===== config.mk =====
export PLATFORM = sky130hd
export DESIGN_NAME = scl_wait_ctrl
export DESIGN_NICKNAME = d
export VERILOG_FILES = /design/src/rtl/scl_ws_pkg.sv /design/src/rtl/scl_ws_sync.sv /design/src/rtl/scl_ws_bitpos.sv /design/src/rtl/scl_ws_phase.sv /design/src/rtl/scl_wait_ctrl.sv
export SDC_FILE = /design/constraint.sdc
export NUM_CORES = 1
export LEC_CHECK = 0
export BUFFER_PORTS_ARGS = -buffer_cell sky130_fd_sc_hd__buf_2
export CELL_PAD_IN_SITES_DETAIL_PLACEMENT = 0
export CELL_PAD_IN_SITES_GLOBAL_PLACEMENT = 1
export CORE_ASPECT_RATIO = 1.75
export CORE_UTILIZATION = 43
export DETAILED_ROUTE_END_ITERATION = 10
export GPL_ROUTABILITY_DRIVEN = 0
export PLACE_DENSITY = 0.82
export SLEW_MARGIN = 40
export SYNTH_ARGS = -nofsm -noshare
export SYNTH_HDL_FRONTEND = slang
export SYNTH_SLANG_ARGS = --single-unit
export TNS_END_PERCENT = 10

===== constraint.sdc =====
create_clock -name clk -period 2.2 [get_ports clk]
set_input_delay 0.11 -clock clk [delete_from_list [all_inputs] [get_ports clk]]
set_output_delay 0.11 -clock clk [all_outputs]
set_load 0.01 [all_outputs]

===== src/rtl/scl_ws_pkg.sv =====
package scl_ws_pkg;

    localparam logic [3:0] ACK_GEN_BIT = 4'd8;
    localparam logic [3:0] ACK_CHK_BIT = 4'd9;

    typedef enum logic [2:0] {
        PH_IDLE,
        PH_LOW,
        PH_REL,
        PH_HIGH,
        PH_HOLD
    } phase_e;

    typedef enum logic [1:0] {
        HK_NONE,
        HK_ACKGEN,
        HK_ACKCHK
    } hold_e;

    typedef struct packed {
        logic wait_gen;
        logic wait_chk;
        logic delayed;
    } hold_ctl_t;

    typedef struct packed {
        logic      run;
        logic      force_low;
        hold_ctl_t hold;
    } scl_ctl_t;

    function automatic logic [3:0] next_bit(input logic [3:0] cur);
        return (cur >= ACK_CHK_BIT) ? 4'd1 : cur + 4'd1;
    endfunction

    function automatic hold_e hold_at(input logic [3:0] nb, input hold_ctl_t c);
        if (nb == ACK_GEN_BIT && c.wait_gen)
            return HK_ACKGEN;
        if (nb == ACK_CHK_BIT && c.wait_chk && c.delayed)
            return HK_ACKCHK;
        return HK_NONE;
    endfunction

    function automatic logic hold_keep(input hold_e k, input hold_ctl_t c);
        case (k)
            HK_ACKGEN: return c.wait_gen;
            HK_ACKCHK: return c.wait_chk && c.delayed;
            default:   return 1'b0;
        endcase
    endfunction

endpackage


===== src/rtl/scl_ws_sync.sv =====
module scl_ws_sync #(
    parameter int   STAGES  = 2,
    parameter logic RST_VAL = 1'b1
) (
    input  logic clk,
    input  logic rst,
    input  logic d,
    output logic q
);
    logic [STAGES-1:0] chain;

    for (genvar g = 0; g < STAGES; g++) begin : g_stage
        if (g == 0) begin : g_first
            always_ff @(posedge clk) begin
                if (rst) chain[0] <= RST_VAL;
                else     chain[0] <= d;
            end
        end else begin : g_next
            always_ff @(posedge clk) begin
                if (rst) chain[g] <= RST_VAL;
                else     chain[g] <= chain[g-1];
            end
        end
    end

    assign q = chain[STAGES-1];
endmodule


===== src/rtl/scl_ws_bitpos.sv =====
module scl_ws_bitpos
    import scl_ws_pkg::*;
(
    input  logic       clk,
    input  logic       rst,
    input  logic       clear,
    input  logic       advance,
    output logic [3:0] bit_idx
);
    always_ff @(posedge clk) begin
        if (rst || clear)  bit_idx <= 4'd0;
        else if (advance)  bit_idx <= next_bit(bit_idx);
    end

    AST_BIT_LIMIT: assert property (@(posedge clk) disable iff (rst)
        bit_idx <= ACK_CHK_BIT);

    AST_BIT_RESTART: assert property (@(posedge clk) disable iff (rst)
        clear |=> bit_idx == 4'd0);
endmodule


===== src/rtl/scl_ws_phase.sv =====
module scl_ws_phase
    import scl_ws_pkg::*;
#(
    parameter int LOW_CYC  = 5,
    parameter int HIGH_CYC = 6
) (
    input  logic       clk,
    input  logic       rst,
    input  logic       run,
    input  hold_ctl_t  hctl,
    input  logic       scl_hi,
    input  logic [3:0] bit_idx,
    output logic       fall_evt,
    output logic       phase_pull,
    output logic       hold_active
);
    localparam int CNT_MAX = (LOW_CYC > HIGH_CYC) ? LOW_CYC : HIGH_CYC;
    localparam int CNT_W   = $clog2(CNT_MAX + 1);
    localparam logic [CNT_W-1:0] LOW_LOAD  = CNT_W'(LOW_CYC - 1);
    localparam logic [CNT_W-1:0] HIGH_LOAD = CNT_W'(HIGH_CYC - 1);

    phase_e           st, st_n;
    hold_e            kind, kind_n, kind_new;
    logic [CNT_W-1:0] cnt, cnt_n;

    always_comb begin
        st_n     = st;
        cnt_n    = cnt;
        kind_n   = kind;
        fall_evt = 1'b0;
        kind_new = HK_NONE;
        if (!run) begin
            st_n   = PH_IDLE;
            kind_n = HK_NONE;
        end else begin
            case (st)
                PH_IDLE: begin
                    st_n  = PH_LOW;
                    cnt_n = LOW_LOAD;
                end
                PH_LOW: begin
                    if (cnt == '0) st_n = PH_REL;
                    else           cnt_n = cnt - 1'b1;
                end
                PH_REL: begin
                    if (scl_hi) begin
                        st_n  = PH_HIGH;
                        cnt_n = HIGH_LOAD;
                    end
                end
                PH_HIGH: begin
                    if (!scl_hi || cnt == '0) begin
                        fall_evt = 1'b1;
                        kind_new = hold_at(next_bit(bit_idx), hctl);
                        if (kind_new != HK_NONE) begin
                            st_n   = PH_HOLD;
                            kind_n = kind_new;
                        end else begin
                            st_n  = PH_LOW;
                            cnt_n = LOW_LOAD;
                        end
                    end else begin
                        cnt_n = cnt - 1'b1;
                    end
                end
                PH_HOLD: begin
                    if (!hold_keep(kind, hctl) && !scl_hi) begin
                        st_n   = PH_REL;
                        kind_n = HK_NONE;
                    end
                end
                default: st_n = PH_IDLE;
            endcase
        end
    end

    always_ff @(posedge clk) begin
        if (rst) begin
            st   <= PH_IDLE;
            cnt  <= '0;
            kind <= HK_NONE;
        end else begin
            st   <= st_n;
            cnt  <= cnt_n;
            kind <= kind_n;
        end
    end

    assign phase_pull  = (st == PH_LOW) || (st == PH_HOLD);
    assign hold_active = (st == PH_HOLD);

    AST_HIGH_AFTER_SEEN: assert property (@(posedge clk) disable iff (rst)
        $rose(st == PH_HIGH) |-> $past(scl_hi));

    AST_HOLD_FROM_EDGE: assert property (@(posedge clk) disable iff (rst)
        $rose(hold_active) |-> $past(fall_evt));

    AST_CHK_NEEDS_DELAY: assert property (@(posedge clk) disable iff (rst)
        (st == PH_HOLD && kind == HK_ACKCHK) |-> $past(hctl.wait_chk && hctl.delayed));

    AST_GEN_RELEASE: assert property (@(posedge clk) disable iff (rst)
        (run && st == PH_HOLD && kind == HK_ACKGEN && !hctl.wait_gen && !scl_hi)
        |=> st == PH_REL);

    AST_IDLE_RELEASE: assert property (@(posedge clk) disable iff (rst)
        !run |=> !phase_pull);
endmodule


===== src/rtl/scl_wait_ctrl.sv =====
module scl_wait_ctrl
    import scl_ws_pkg::*;
#(
    parameter int SYNC_STAGES = 2,
    parameter int LOW_CYC     = 5,
    parameter int HIGH_CYC    = 6
) (
    input  logic clk,
    input  logic rst,
    input  logic run,
    input  logic force_low,
    input  logic wait_ack_gen,
    input  logic wait_ack_chk,
    input  logic delay_mode,
    input  logic scl_in,
    output logic scl_pull_low,
    output logic scl_sync,
    output logic stretching
);
    scl_ctl_t   ctl_q;
    logic       scl_s;
    logic [3:0] bit_idx;
    logic       fall_evt;
    logic       phase_pull;
    logic       hold_active;

    always_ff @(posedge clk) begin
        if (rst) begin
            ctl_q <= '0;
        end else begin
            ctl_q.run           <= run;
            ctl_q.force_low     <= force_low;
            ctl_q.hold.wait_gen <= wait_ack_gen;
            ctl_q.hold.wait_chk <= wait_ack_chk;
            ctl_q.hold.delayed  <= delay_mode;
        end
    end

    scl_ws_sync #(.STAGES(SYNC_STAGES), .RST_VAL(1'b1)) u_sync (
        .clk (clk),
        .rst (rst),
        .d   (scl_in),
        .q   (scl_s)
    );

    scl_ws_bitpos u_bitpos (
        .clk     (clk),
        .rst     (rst),
        .clear   (!ctl_q.run),
        .advance (fall_evt),
        .bit_idx (bit_idx)
    );

    scl_ws_phase #(.LOW_CYC(LOW_CYC), .HIGH_CYC(HIGH_CYC)) u_phase (
        .clk         (clk),
        .rst         (rst),
        .run         (ctl_q.run),
        .hctl        (ctl_q.hold),
        .scl_hi      (scl_s),
        .bit_idx     (bit_idx),
        .fall_evt    (fall_evt),
        .phase_pull  (phase_pull),
        .hold_active (hold_active)
    );

    assign scl_pull_low = ctl_q.force_low | phase_pull;
    assign scl_sync     = scl_s;
    assign stretching   = hold_active;

    AST_STRETCH_PULLS: assert property (@(posedge clk) disable iff (rst)
        stretching |-> scl_pull_low);

    AST_FORCE_WINS: assert property (@(posedge clk) disable iff (rst)
        $rose(force_low) |=> scl_pull_low);

    AST_RESET_FREE: assert property (@(posedge clk)
        $past(rst) |-> !stretching);
endmodule


==> impl_results.md, run 1 <==
* CP Max Fanout at 8
* Max H-tree Level at 1
* Power density over the cells at roughly 540 nW/um^2
* Worst path bufs/invs at 1
* Largest net degree at the start of global routing at 13
* Reg-to-reg slack, setup at roughly 0.30 ns
* Die ar. at 2781 sq um
* Final worst slack at between 0.2 and 0.3 ns
* Initial core utilization at 0.4482
* Final Hold Viols at 0
* Vias post-DR at 896
* Run status: completed
* Row cnt at 24
* Delay-heaviest family, CP: compound AO/OA/AOI/OAI gates
* Max Clock Freq at 0.5260 GHz
* DR DRC count at 0
* Setup TNS at 0 ns
* Total grt overflow at 0
* Port bufs at 10
* Chip Width at approximately 40 um
* Total Routed Length at ~2300 um
* Post-DP Area at about 1200 sq um
* TritonCTS Sinks at 19
* FF-to-FF path depth at 7
* Critical Path End: u_phase.cnt[1]
* Ratio of final minimum period to clock period at 0.8641
* R2r endpoint: u_phase.cnt[1]
* RSZ-0062 raised after global routing: false
* Place WS at 0.1970 ns
* Delay of the slowest critical-path stage at around 0.48 ns
* CTS root buf: clkbuf_8
* Slew HR at 0.7055
* Post-layout total power at 653.1 uW
* Global-route wire length before repair at around 3800 um
* Period minus WS final at roughly 1.9 ns
* Category of the most critical setup path: reg -> reg
* ANT cells at 0
* Area Growth Syn to Fin at 9.750%
* Fillers at 245
* Initial antenna violation count at 0
* Post-CTS setup buffers at 0
* Least-Margin Pin Slew at approximately 0.44 ns
* Leakage power total at 0.4637 nW
* Slowest stage cell, crit path: dfxtp_1
* DP HPWL at around 1800 um
* Post-synth top flop: dfxtp_1
* Ys Warns at 0
* Synthesis-stage register bit count at 19
* Ys async rst share at 0
* CP Capture Type: flop
* Via density at between 5 and 6
* Worst Hold Class: in -> reg
* CTS tree: yes
* Total CTS buffers at 3
* Total track usage at 0.1970
* Critical path launch point type: flop
* Clock Skew at between 0.001 and 0.0015 ns
* Mean Syn Cell Area at 9.046 sq um
* Core area at 2462 sq um
* EDFF count, synth at 0
* Peak VDD IR at approximately 450 uV
* Die Ht at roughly 69 um
* Netlist cell types at between 40 and 50
* Area of the mapped netlist at 1104 sq um
* Worst reg2reg path startpoint: u_bitpos.bit_idx[0]
* Antenna viol nets, final at 0
* Synth Net Count at around 140
* DR pass1 iterations at 4
* # IOs at 11
* Register area share after synthesis at 0.3447
* Number of DRC markers in iteration 0 at 27
* Critical path cell sequence: inv_1 -> ha_1 -> nor3b_2 -> o2111a_1 -> o211ai_4 -> and2_4 -> o31ai_2
* Critical path required time at 2.33 ns
* Fraction of layout cells with a size suffix above 1 at 0.2121
* Clk pin slew, worst setup/hold paths at around 0.070 ns
* Vias in the first global route at 918
* Max-Cap Viols at 0
* Finish-stage setup viols at 0
* Post-Synthesis Cells at 122
* Longest Clk Path Bufs at 2
* Total area of sequential cells at roughly 380 sq um
* Footprint of the multi-input gates at ~660 sq um
* CTS Hold Bufs at 0
* Clk_lat worst skew at between 0.2 and 0.3 ns
* Slew Viols, Final at 0
* Wire per inst at about 14 um
* Worst path arrival time at just over 2 ns
* Worst setup path start: u_bitpos.bit_idx[0]
* Final std cell area, no fill at around 1200 sq um
* Crit. path cell count at 7
* Nets at approximately 150
* Resized Gates After CTS at 0
state kept, by name, summed over array words and instances (netlist names):
signal            cells
u_phase.st            3
u_sync.chain          1
u_bitpos.bit_idx      4
u_phase.cnt           3
u_sync.q              1
u_phase.kind          2
ctl_q                 5
cells in the mapped netlist (2+ instances only):
| library cell | count | share of area |
|---|---|---|
| ha_1 | 7 | 0.079 |
| nand4b_1 | 2 | 0.016 |
| dfxtp_1 | 19 | 0.34 |
| nor3_1 | 3 | 0.014 |
| nand2b_4 | 2 | 0.025 |
| or2_2 | 2 | 0.011 |
| inv_1 | 11 | 0.037 |
| nor2b_1 | 8 | 0.045 |
| nor2_1 | 10 | 0.034 |
| nand2b_1 | 2 | 0.011 |
| nand3_1 | 3 | 0.014 |
| xor2_1 | 2 | 0.016 |
| nand2_1 | 6 | 0.020 |
| a211oi_1 | 3 | 0.020 |
| a21oi_1 | 9 | 0.041 |
| a31oi_1 | 2 | 0.011 |
| o21ai_0 | 3 | 0.014 |
| o31ai_2 | 2 | 0.023 |
worst reg2reg max path: stages (launching register included):
cell	delay, ns
dfxtp_1	0.48
inv_1	0.08
ha_1	0.21
nor3b_2	0.18
o2111a_1	0.30
o211ai_4	0.27
and2_4	0.21
o31ai_2	0.06
power by group:
part	internal [mW]	switching, mW	total (mW)
Sequential	0.353	0.00943	0.363
Combinational	0.0248	0.0266	0.0514
Clock	0.129	0.110	0.239
kinds of logic (layout without fill, tap and decap cells):
logic type / count (synthesis) / in the layout / synth area share
adders and majority gates: 7 / 7 / 0.07936
buffers and inverters: 15 / 25 / 0.06235
AOI/OAI and AO/OA: 31 / 31 / 0.2256
xor gates and xnor gates: 2 / 2 / 0.01588
DFF: 19 / 19 / 0.3447
muxes: 1 / 1 / 0.01020
and+or+nand+nor: 47 / 47 / 0.2619
worst min-delay path by stage:
| stage | from | to | slack (ns) | cells after the start |
|---|---|---|---|---|
| floorplan | scl_in | u_sync.chain[0] | 0.21 | 1 |
| global placement | scl_in | u_sync.chain[0] | 0.29 | 2 |
| detailed placement | scl_in | u_sync.chain[0] | 0.30 | 2 |
| CTS | scl_in | u_sync.chain[0] | 0.04 | 2 |
| global route | scl_in | u_sync.chain[0] | 0.03 | 2 |
| finish | scl_in | u_sync.chain[0] | 0.04 | 2 |
metrics by stage:
step,cells,util,hold slack [ns]
2_1_floorplan,122,-,0.2138
3_3_place_gp,154,0.4705,0.2948
3_5_place_dp,154,0.4705,0.3013
4_1_cts,158,0.4888,0.03955
6_report,158,0.4919,0.04000
5_1_grt,158,0.4919,0.03008
per-layer routing:
layer	track usage	part of all wire	up-vias
met4	0.08889	0.023	0
met5	0	0	-
met3	0.02894	0.027	4
li1	-	-	451
met2	0.3710	0.61	13
met1	0.1809	0.34	428
cells in the final DEF (no fill, tap or decap), drive strengths merged, types with 2 or more instances in the layout:
cell type and n:
xor2 2, nand4b 2, nand2 6, nor2b 8, nand3 3, nor2 10
inv 11, clkbuf 4, a21oi 10, dfxtp 19, ha 7, a31oi 2
o211ai 2, buf 10, nor3 3, o21ai 3, nor3b 2, nand2b 4
or2 2, o31ai 2, a211oi 4
cell type report:
cell class	instances	area share
Tap cell	26	0.02686
Sequential cell	19	0.3141
Inverter	11	0.03409
Multi-Input combinational cell	88	0.5465
Timing Repair Buffer	10	0.04132
Clock buffer	4	0.03719
Power figures use the tool's default switching activity.
==> inputs of run 2 (changes only) <==
--- a/config.mk
+++ b/config.mk
@@ -9,10 +9,11 @@
 export CELL_PAD_IN_SITES_DETAIL_PLACEMENT = 0
 export CELL_PAD_IN_SITES_GLOBAL_PLACEMENT = 1
 export CORE_ASPECT_RATIO = 1.75
-export CORE_UTILIZATION = 43
+export CORE_UTILIZATION = 46
+export CTS_BUF_LIST = sky130_fd_sc_hd__clkbuf_8
 export DETAILED_ROUTE_END_ITERATION = 10
 export GPL_ROUTABILITY_DRIVEN = 0
-export PLACE_DENSITY = 0.82
+export PLACE_DENSITY = 0.87
 export SLEW_MARGIN = 40
 export SYNTH_ARGS = -nofsm -noshare
 export SYNTH_HDL_FRONTEND = slang
==> impl_results.md, run 2 (synthesized netlist as in run 1, its figures left out) <==
* Run status: completed
* Die ar. at 2607 sq um (-6.3%)
* Delay of the slowest critical-path stage at 0.54 ns (+0.06 ns)
* Wire per inst at 14.61 um (+1.9%)
* Total area of sequential cells at 380.4 sq um (unchanged)
* Global-route wire length before repair at 3746 um (-2.5%)
* Finish-stage setup viols at 0 (unchanged)
* DR pass1 iterations at 4 (unchanged)
* Worst Hold Class: in -> reg
* Reg-to-reg slack, setup at 0.16 ns (-0.14 ns)
* Nets at 148 (unchanged)
* Initial core utilization at 0.4854 (+0.03724)
* Clock Skew at 0.002465 ns (+0.001085 ns)
* Max Clock Freq at 0.4901 GHz (-6.8%)
* Area Growth Syn to Fin at 9.297%
* Period minus WS final at 2.040 ns (+0.1393 ns)
* Total Routed Length at 2293 um (+1.3%)
* Post-CTS setup buffers at 0 (unchanged)
* R2r endpoint: u_phase.cnt[0]
* Max reg flops at 5 (unchanged)
* Fraction of layout cells with a size suffix above 1 at 0.2121 (unchanged)
* Power density over the cells at 555.1 nW/um^2 (+3.0%)
* CTS tree: yes
* Number of DRC markers in iteration 0 at 17 (-37%)
* Most common cell after layout, fill and taps aside: dfxtp_1
* Worst reg2reg path startpoint: u_bitpos.bit_idx[0]
* DP HPWL at 1746 um (-4.8%)
* Largest regs: ctl_q: 5 flops, u_bitpos.bit_idx: 4 flops
* Clk_lat worst skew at 0.26 ns (about the same)
* RSZ-0062 raised after global routing: false
* Dpl cells at 153 (-0.65%)
* Delay-heaviest family, CP: compound AO/OA/AOI/OAI gates
* Longest Clk Path Bufs at 2 (unchanged)
* Port bufs at 10 (unchanged)
* Fillers at 217 (-11%)
* CTS root buf: clkbuf_8
* Row cnt at 23 (-4.2%)
* Ratio of final minimum period to clock period at 0.9274 (+0.06334)
* Clk pin slew, worst setup/hold paths at 0.08 ns (about the same)
* Peak VDD IR at 404.6 uV (-9.3%)
* Chip Width at 39.03 um (-3.2%)
* Max H-tree Level at 1 (unchanged)
* Vias in the first global route at 919 (+0.11%)
* Critical path cell sequence: inv_1 -> ha_1 -> o32ai_1 -> o211ai_4 -> and2_4 -> o31ai_2
* Vias post-DR at 919 (+2.6%)
* Slew Viols, Final at 0 (unchanged)
* CP Max Fanout at 8 (unchanged)
* Critical path launch point type: flop
* FF-to-FF path depth at 6 (-1)
* Max-Cap Viols at 0 (unchanged)
* Hold Path Sink: u_sync.chain[0]
* Largest net degree at the start of global routing at 13 (unchanged)
* Resized Gates After CTS at 0 (unchanged)
* Total track usage at 0.2096 (+0.01260)
* Least-Margin Pin Slew at 0.5735 ns (+0.1378 ns)
* Fin cells at 157 (-0.63%)
* Crit. path cell count at 6 (-1)
* Leakage power total at 0.4599 nW (-0.82%)
* ANT cells at 0 (unchanged)
* DR DRC count at 0 (unchanged)
* Setup TNS at 0 ns (unchanged)
* Slowest stage cell, crit path: o32ai_1
* # IOs at 11 (unchanged)
* Hold Path Origin: scl_in
* TritonCTS Sinks at 19 (unchanged)
* Final Hold Viols at 0 (unchanged)
* Slew HR at 0.6165 (-0.08895)
* Total grt overflow at 0 (unchanged)
* Critical path required time at 2.38 ns (+0.05 ns)
* CP Capture Type: flop
* Footprint of the multi-input gates at 654.4 sq um (-1.1%)
* Worst path arrival time at 2.22 ns (+0.19 ns)
* Total CTS buffers at 3 (unchanged)
* Hold slack at 0.02730 ns (-0.01270 ns)
* Antenna viol nets, final at 0 (unchanged)
* Die Ht at 66.80 um (-3.2%)
* Category of the most critical setup path: reg -> reg
* Via density at 5.854 (+3.2%)
* Most frequent cells in the layout: dfxtp_1, inv_1, nor2_1, buf_2, a21oi_1
* CTS Hold Bufs at 0 (unchanged)
* Hold Crit Depth at 2 (unchanged)
* Worst path bufs/invs at 1 (unchanged)
* Fin util at 0.5305 (+0.03868)
* Initial antenna violation count at 0 (unchanged)
* Top reg by flops: ctl_q
* Core area at 2273 sq um (-7.7%)
==> run 2: changes by cell type in the layout (fill, tap and decap cells not counted), sizes merged <==
cell,change
clkinvlp,+1
clkbuf,-1
==> run 2: layer usage <==
| metal | wire, um | GRT usage |
|---|---|---|
| met5 | 0 | 0 |
| met4 | 60 | 0.1250 |
| met3 | 48 | 0.02333 |
| met2 | 1326 | 0.4000 |
| met1 | 857 | 0.1920 |
==> run 2: layout make-up <==
cell class / count / area share
clock buffers: 3 / 0.03423
repair buffers: 10 / 0.04149
inverters: 11 / 0.03423
multi-input cells: 88 / 0.5425
clock inverters: 1 / 0.006224
flip-flops and latches: 19 / 0.3154
well taps: 25 / 0.02593
==> run 2: worst max path at each step <==
stage	from	to	slack, ns
finish	u_bitpos.bit_idx[0]	u_phase.cnt[0]	0.16
global placement	u_bitpos.bit_idx[0]	u_phase.st[0]	0.26
detailed placement	u_bitpos.bit_idx[0]	u_phase.st[0]	0.19
CTS	u_bitpos.bit_idx[0]	u_phase.st[0]	0.18
floorplan	u_bitpos.bit_idx[0]	u_phase.cnt[2]	0.36
global route	u_bitpos.bit_idx[0]	u_phase.st[0]	0.009
==> run 2: per-stage QoR <==
stage / power, mW / cell area (sq um) / setup WS [ns]
6_report: 0.6696 / 1206 / 0.1597
5_1_grt: 0.6946 / 1206 / 0.009043
4_1_cts: 0.6749 / 1206 / 0.1802
3_5_place_dp: 0.4219 / 1157 / 0.1861
3_3_place_gp: 0.4204 / 1157 / 0.2634
2_1_floorplan: 0.4065 / 1104 / 0.3589
==> run 2: power by group <==
| group | switching (mW) | leakage (nW) | total (mW) | internal (mW) |
|---|---|---|---|---|
| clock | 0.128 | 0.0217 | 0.256 | 0.128 |
| combinational | 0.0266 | 0.283 | 0.0512 | 0.0246 |
| sequential | 0.00963 | 0.155 | 0.363 | 0.353 |
| total | 0.164 | 0.460 | 0.670 | 0.505 |
==> inputs of run 3 (changes only) <==
--- a/config.mk
+++ b/config.mk
@@ -5,15 +5,16 @@
 export SDC_FILE = /design/constraint.sdc
 export NUM_CORES = 1
 export LEC_CHECK = 0
+export ABC_AREA = 1
 export BUFFER_PORTS_ARGS = -buffer_cell sky130_fd_sc_hd__buf_2
 export CELL_PAD_IN_SITES_DETAIL_PLACEMENT = 0
 export CELL_PAD_IN_SITES_GLOBAL_PLACEMENT = 1
 export CORE_ASPECT_RATIO = 1.75
-export CORE_UTILIZATION = 46
+export CORE_UTILIZATION = 43
 export CTS_BUF_LIST = sky130_fd_sc_hd__clkbuf_8
 export DETAILED_ROUTE_END_ITERATION = 10
 export GPL_ROUTABILITY_DRIVEN = 0
-export PLACE_DENSITY = 0.87
+export PLACE_DENSITY = 0.86
 export SLEW_MARGIN = 40
 export SYNTH_ARGS = -nofsm -noshare
 export SYNTH_HDL_FRONTEND = slang
==> impl_results.md, run 3 <==
* Run status: completed
* CTS tree: yes
* CTS Hold Bufs at 0 (unchanged)
* Leakage power total at 0.5667 nW (+23%)
* Top reg by flops: ctl_q
* DR DRC count at 0 (unchanged)
* Place WS at 0.4981 ns (+0.3120 ns)
* Resized Gates After CTS at 0 (unchanged)
* Worst path bufs/invs at 1 (unchanged)
* CP Max Fanout at 6 (-2)
* Worst reg2reg path startpoint: u_bitpos.bit_idx[1]
* Hold Path Origin: scl_in
* Worst setup path start: u_bitpos.bit_idx[1]
* Most frequent cells in the layout: inv_1, nand2_1, dfxtp_1, nor2_1, nand3_1
* Largest net degree at the start of global routing at 12 (-1)
* Post-CTS setup buffers at 0 (unchanged)
* Post-synthesis mux area share at 0 (-0.01020)
* CTS root buf: clkbuf_8
* Post-Synthesis Cells at 141 (+16%)
* Clock Skew at 0.0008147 ns (-0.001650 ns)
* Total CTS buffers at 3 (unchanged)
* Clk_lat worst skew at 0.26 ns (about the same)
* Chip Width at 39.13 um (+0.26%)
* Largest regs: ctl_q: 5 flops, u_bitpos.bit_idx: 4 flops
* Slowest stage cell, crit path: dfxtp_1
* Vias post-DR at 898 (-2.3%)
* Final Hold Viols at 0 (unchanged)
* Largest family of logic cells by synthesized area: simple AND/OR/NAND/NOR gates
* Area Growth Syn to Fin at 11.94%
* Max Clock Freq at 0.5902 GHz (+20%)
* Synth Net Count at 156 (+14%)
* Total track usage at 0.2012 (-0.008417)
* Most common cell after layout, fill and taps aside: inv_1
* Die ar. at 2620 sq um (+0.52%)
* Register area share after synthesis at 0.3667 (+0.02204)
* Global-route wire length before repair at 3546 um (-5.3%)
* Nets at 170 (+15%)
* Slew HR at 0.6692 (+0.05274)
* Setup TNS at 0 ns (unchanged)
* Via density at 5.017 (-14%)
* Compound-cell area share of the yosys netlist at 0.09771 (-0.1279)
* DP HPWL at 1654 um (-5.3%)
* Post-synth top area share at 0.3667 (+0.02204)
* Netlist cell types at 24 (-45%)
* Critical path required time at 2.36 ns (-0.02 ns)
* Critical path launch point type: flop
* Area of the mapped netlist at 1037 sq um (-6.0%)
* Category of the most critical setup path: reg -> reg
* Vias in the first global route at 891 (-3.0%)
* Fraction of layout cells with a size suffix above 1 at 0.2013 (-0.01082)
* Total grt overflow at 0 (unchanged)
* TritonCTS Sinks at 19 (unchanged)
* Ratio of final minimum period to clock period at 0.7701 (-0.1573)
* Wire per inst at 11.83 um (-19%)
* Mean Syn Cell Area at 7.356 sq um (-19%)
* Fillers at 246 (+13%)
* Number of DRC markers in iteration 0 at 25 (+8)
* Ys Warns at 0 (unchanged)
* Worst path arrival time at 1.85 ns (-0.37 ns)
* Post-synth top area cell: dfxtp_1
* EDFF count, synth at 0 (unchanged)
* RSZ-0062 raised after global routing: false
* Longest Clk Path Bufs at 2 (unchanged)
* Port bufs at 10 (unchanged)
* Finish-stage setup viols at 0 (unchanged)
* Delay-heaviest family, CP: simple AND/OR/NAND/NOR gates
* Post-Synth XOR/XNOR Area at 0.01689 (+0.001015)
* DR pass1 iterations at 4 (unchanged)
* Simple-gate area share of the yosys netlist at 0.3366 (+0.07465)
* Synth Area in Adders at 0.08444 (+0.005074)
* Worst Hold Class: in -> reg
* Initial antenna violation count at 0 (unchanged)
* Least-Margin Pin Slew at 0.4934 ns (-0.08002 ns)
* Max-Cap Viols at 0 (unchanged)
* Core area at 2273 sq um (unchanged)
* Max reg flops at 5 (unchanged)
* Hold slack at 0.03083 ns (+0.003531 ns)
* Clk pin slew, worst setup/hold paths at 0.07 ns (about the same)
* Final worst slack at 0.5058 ns (+0.3461 ns)
* Synth top area cells: dfxtp_1, ha_1, inv_1, nand2_1, nand3_1
* Power density over the cells at 574.0 nW/um^2 (+3.4%)
* Critical path cell sequence: inv_1 -> ha_1 -> nor2_1 -> nand2_1 -> nand2_2 -> nand2_2 -> nor2_2 -> nand3_2 -> nand2_2 -> nand2_4 -> nand2_4 -> nand2_1 -> nand2_1 -> nor2_2
* Post-synth top flop: dfxtp_1
* CP Capture Type: flop
* Delay of the slowest critical-path stage at 0.35 ns (-0.19 ns)
* Total Routed Length at 2118 um (-7.6%)
* Period minus WS final at 1.694 ns (-0.3461 ns)
* Ys async rst share at 0 (unchanged)
* Synthesis-stage register bit count at 19 (unchanged)
* Antenna viol nets, final at 0 (unchanged)
* Row cnt at 23 (unchanged)
* Initial core utilization at 0.4562 (-0.02917)
* ANT cells at 0 (unchanged)
* Max H-tree Level at 1 (unchanged)
* Synth cell count leaders: inv_1, nand2_1, dfxtp_1, nor2_1, nand3_1
* Peak VDD IR at 417.2 uV (+3.1%)
* Slew Viols, Final at 0 (unchanged)
* Die Ht at 66.97 um (+0.26%)
* Count leader, synth: inv_1
* # IOs at 11 (unchanged)
run 3: cell count changes after synthesis, sizes merged, moves of 4 or more:
cell and delta:
inv +15, nor2b -8, nand2 +19, nor2 +10
nand2b -4, nand3 +12
run 3: report_power, final:
group          internal (mW)  switching (mW)  leakage, nW
sequential             0.355         0.00663        0.156
clock                  0.126           0.119       0.0255
combinational         0.0241          0.0360        0.386
total                  0.505           0.161        0.567
run 3: cell families after synthesis:
family          after synthesis
flops                        19
simple gates                 68
buf+inv                      27
compound gates               18
fa+ha+maj                     7
xor+xnor                      2
run 3: worst reg2reg max path: cells and delay by family, from the launching register on:
| kind | cells | cell delay [ns] |
|---|---|---|
| fa+ha+maj | 1 | 0.18 |
| buf+inv | 1 | 0.08 |
| flops | 1 | 0.35 |
| simple gates | 12 | 0.98 |
run 3: layout make-up:
| type | instances | area, sq um | area share |
|---|---|---|---|
| well taps | 25 | 31.28 | 0.02694 |
| clock inverters | 1 | 5.005 | 0.004310 |
| repair buffers | 10 | 50.05 | 0.04310 |
| flip-flops and latches | 19 | 380.4 | 0.3276 |
| clock buffers | 3 | 41.29 | 0.03556 |
| inverters | 26 | 97.59 | 0.08405 |
| multi-input cells | 95 | 555.5 | 0.4784 |
run 3: metrics by stage:
step             util  power (mW)  cells  cell area (sq um)
2_1_floorplan       -      0.4114    141               1037
3_3_place_gp   0.4904      0.4290    175               1115
3_5_place_dp   0.4904      0.4302    175               1115
4_1_cts        0.5107      0.6724    179               1161
5_1_grt        0.5107      0.6960    179               1161
6_report       0.5107      0.6665    179               1161
run 3: final timing paths:
| kind | to | slack [ns] | cells past startpoint |
|---|---|---|---|
| hold / removal | u_sync.chain[0] | 0.03 | 2 |
| setup reg to reg | u_phase.cnt[1] | 0.51 | 14 |
| setup / recovery | u_phase.cnt[1] | 0.51 | 14 |
| hold reg to reg | u_sync.q | 0.41 | 1 |
run 3: routing by layer:
layer,GRT usage,share of wire
met5,0,0
met4,0.1638,0.047
met3,0.02667,0.027
met2,0.3646,0.54
met1,0.1801,0.38
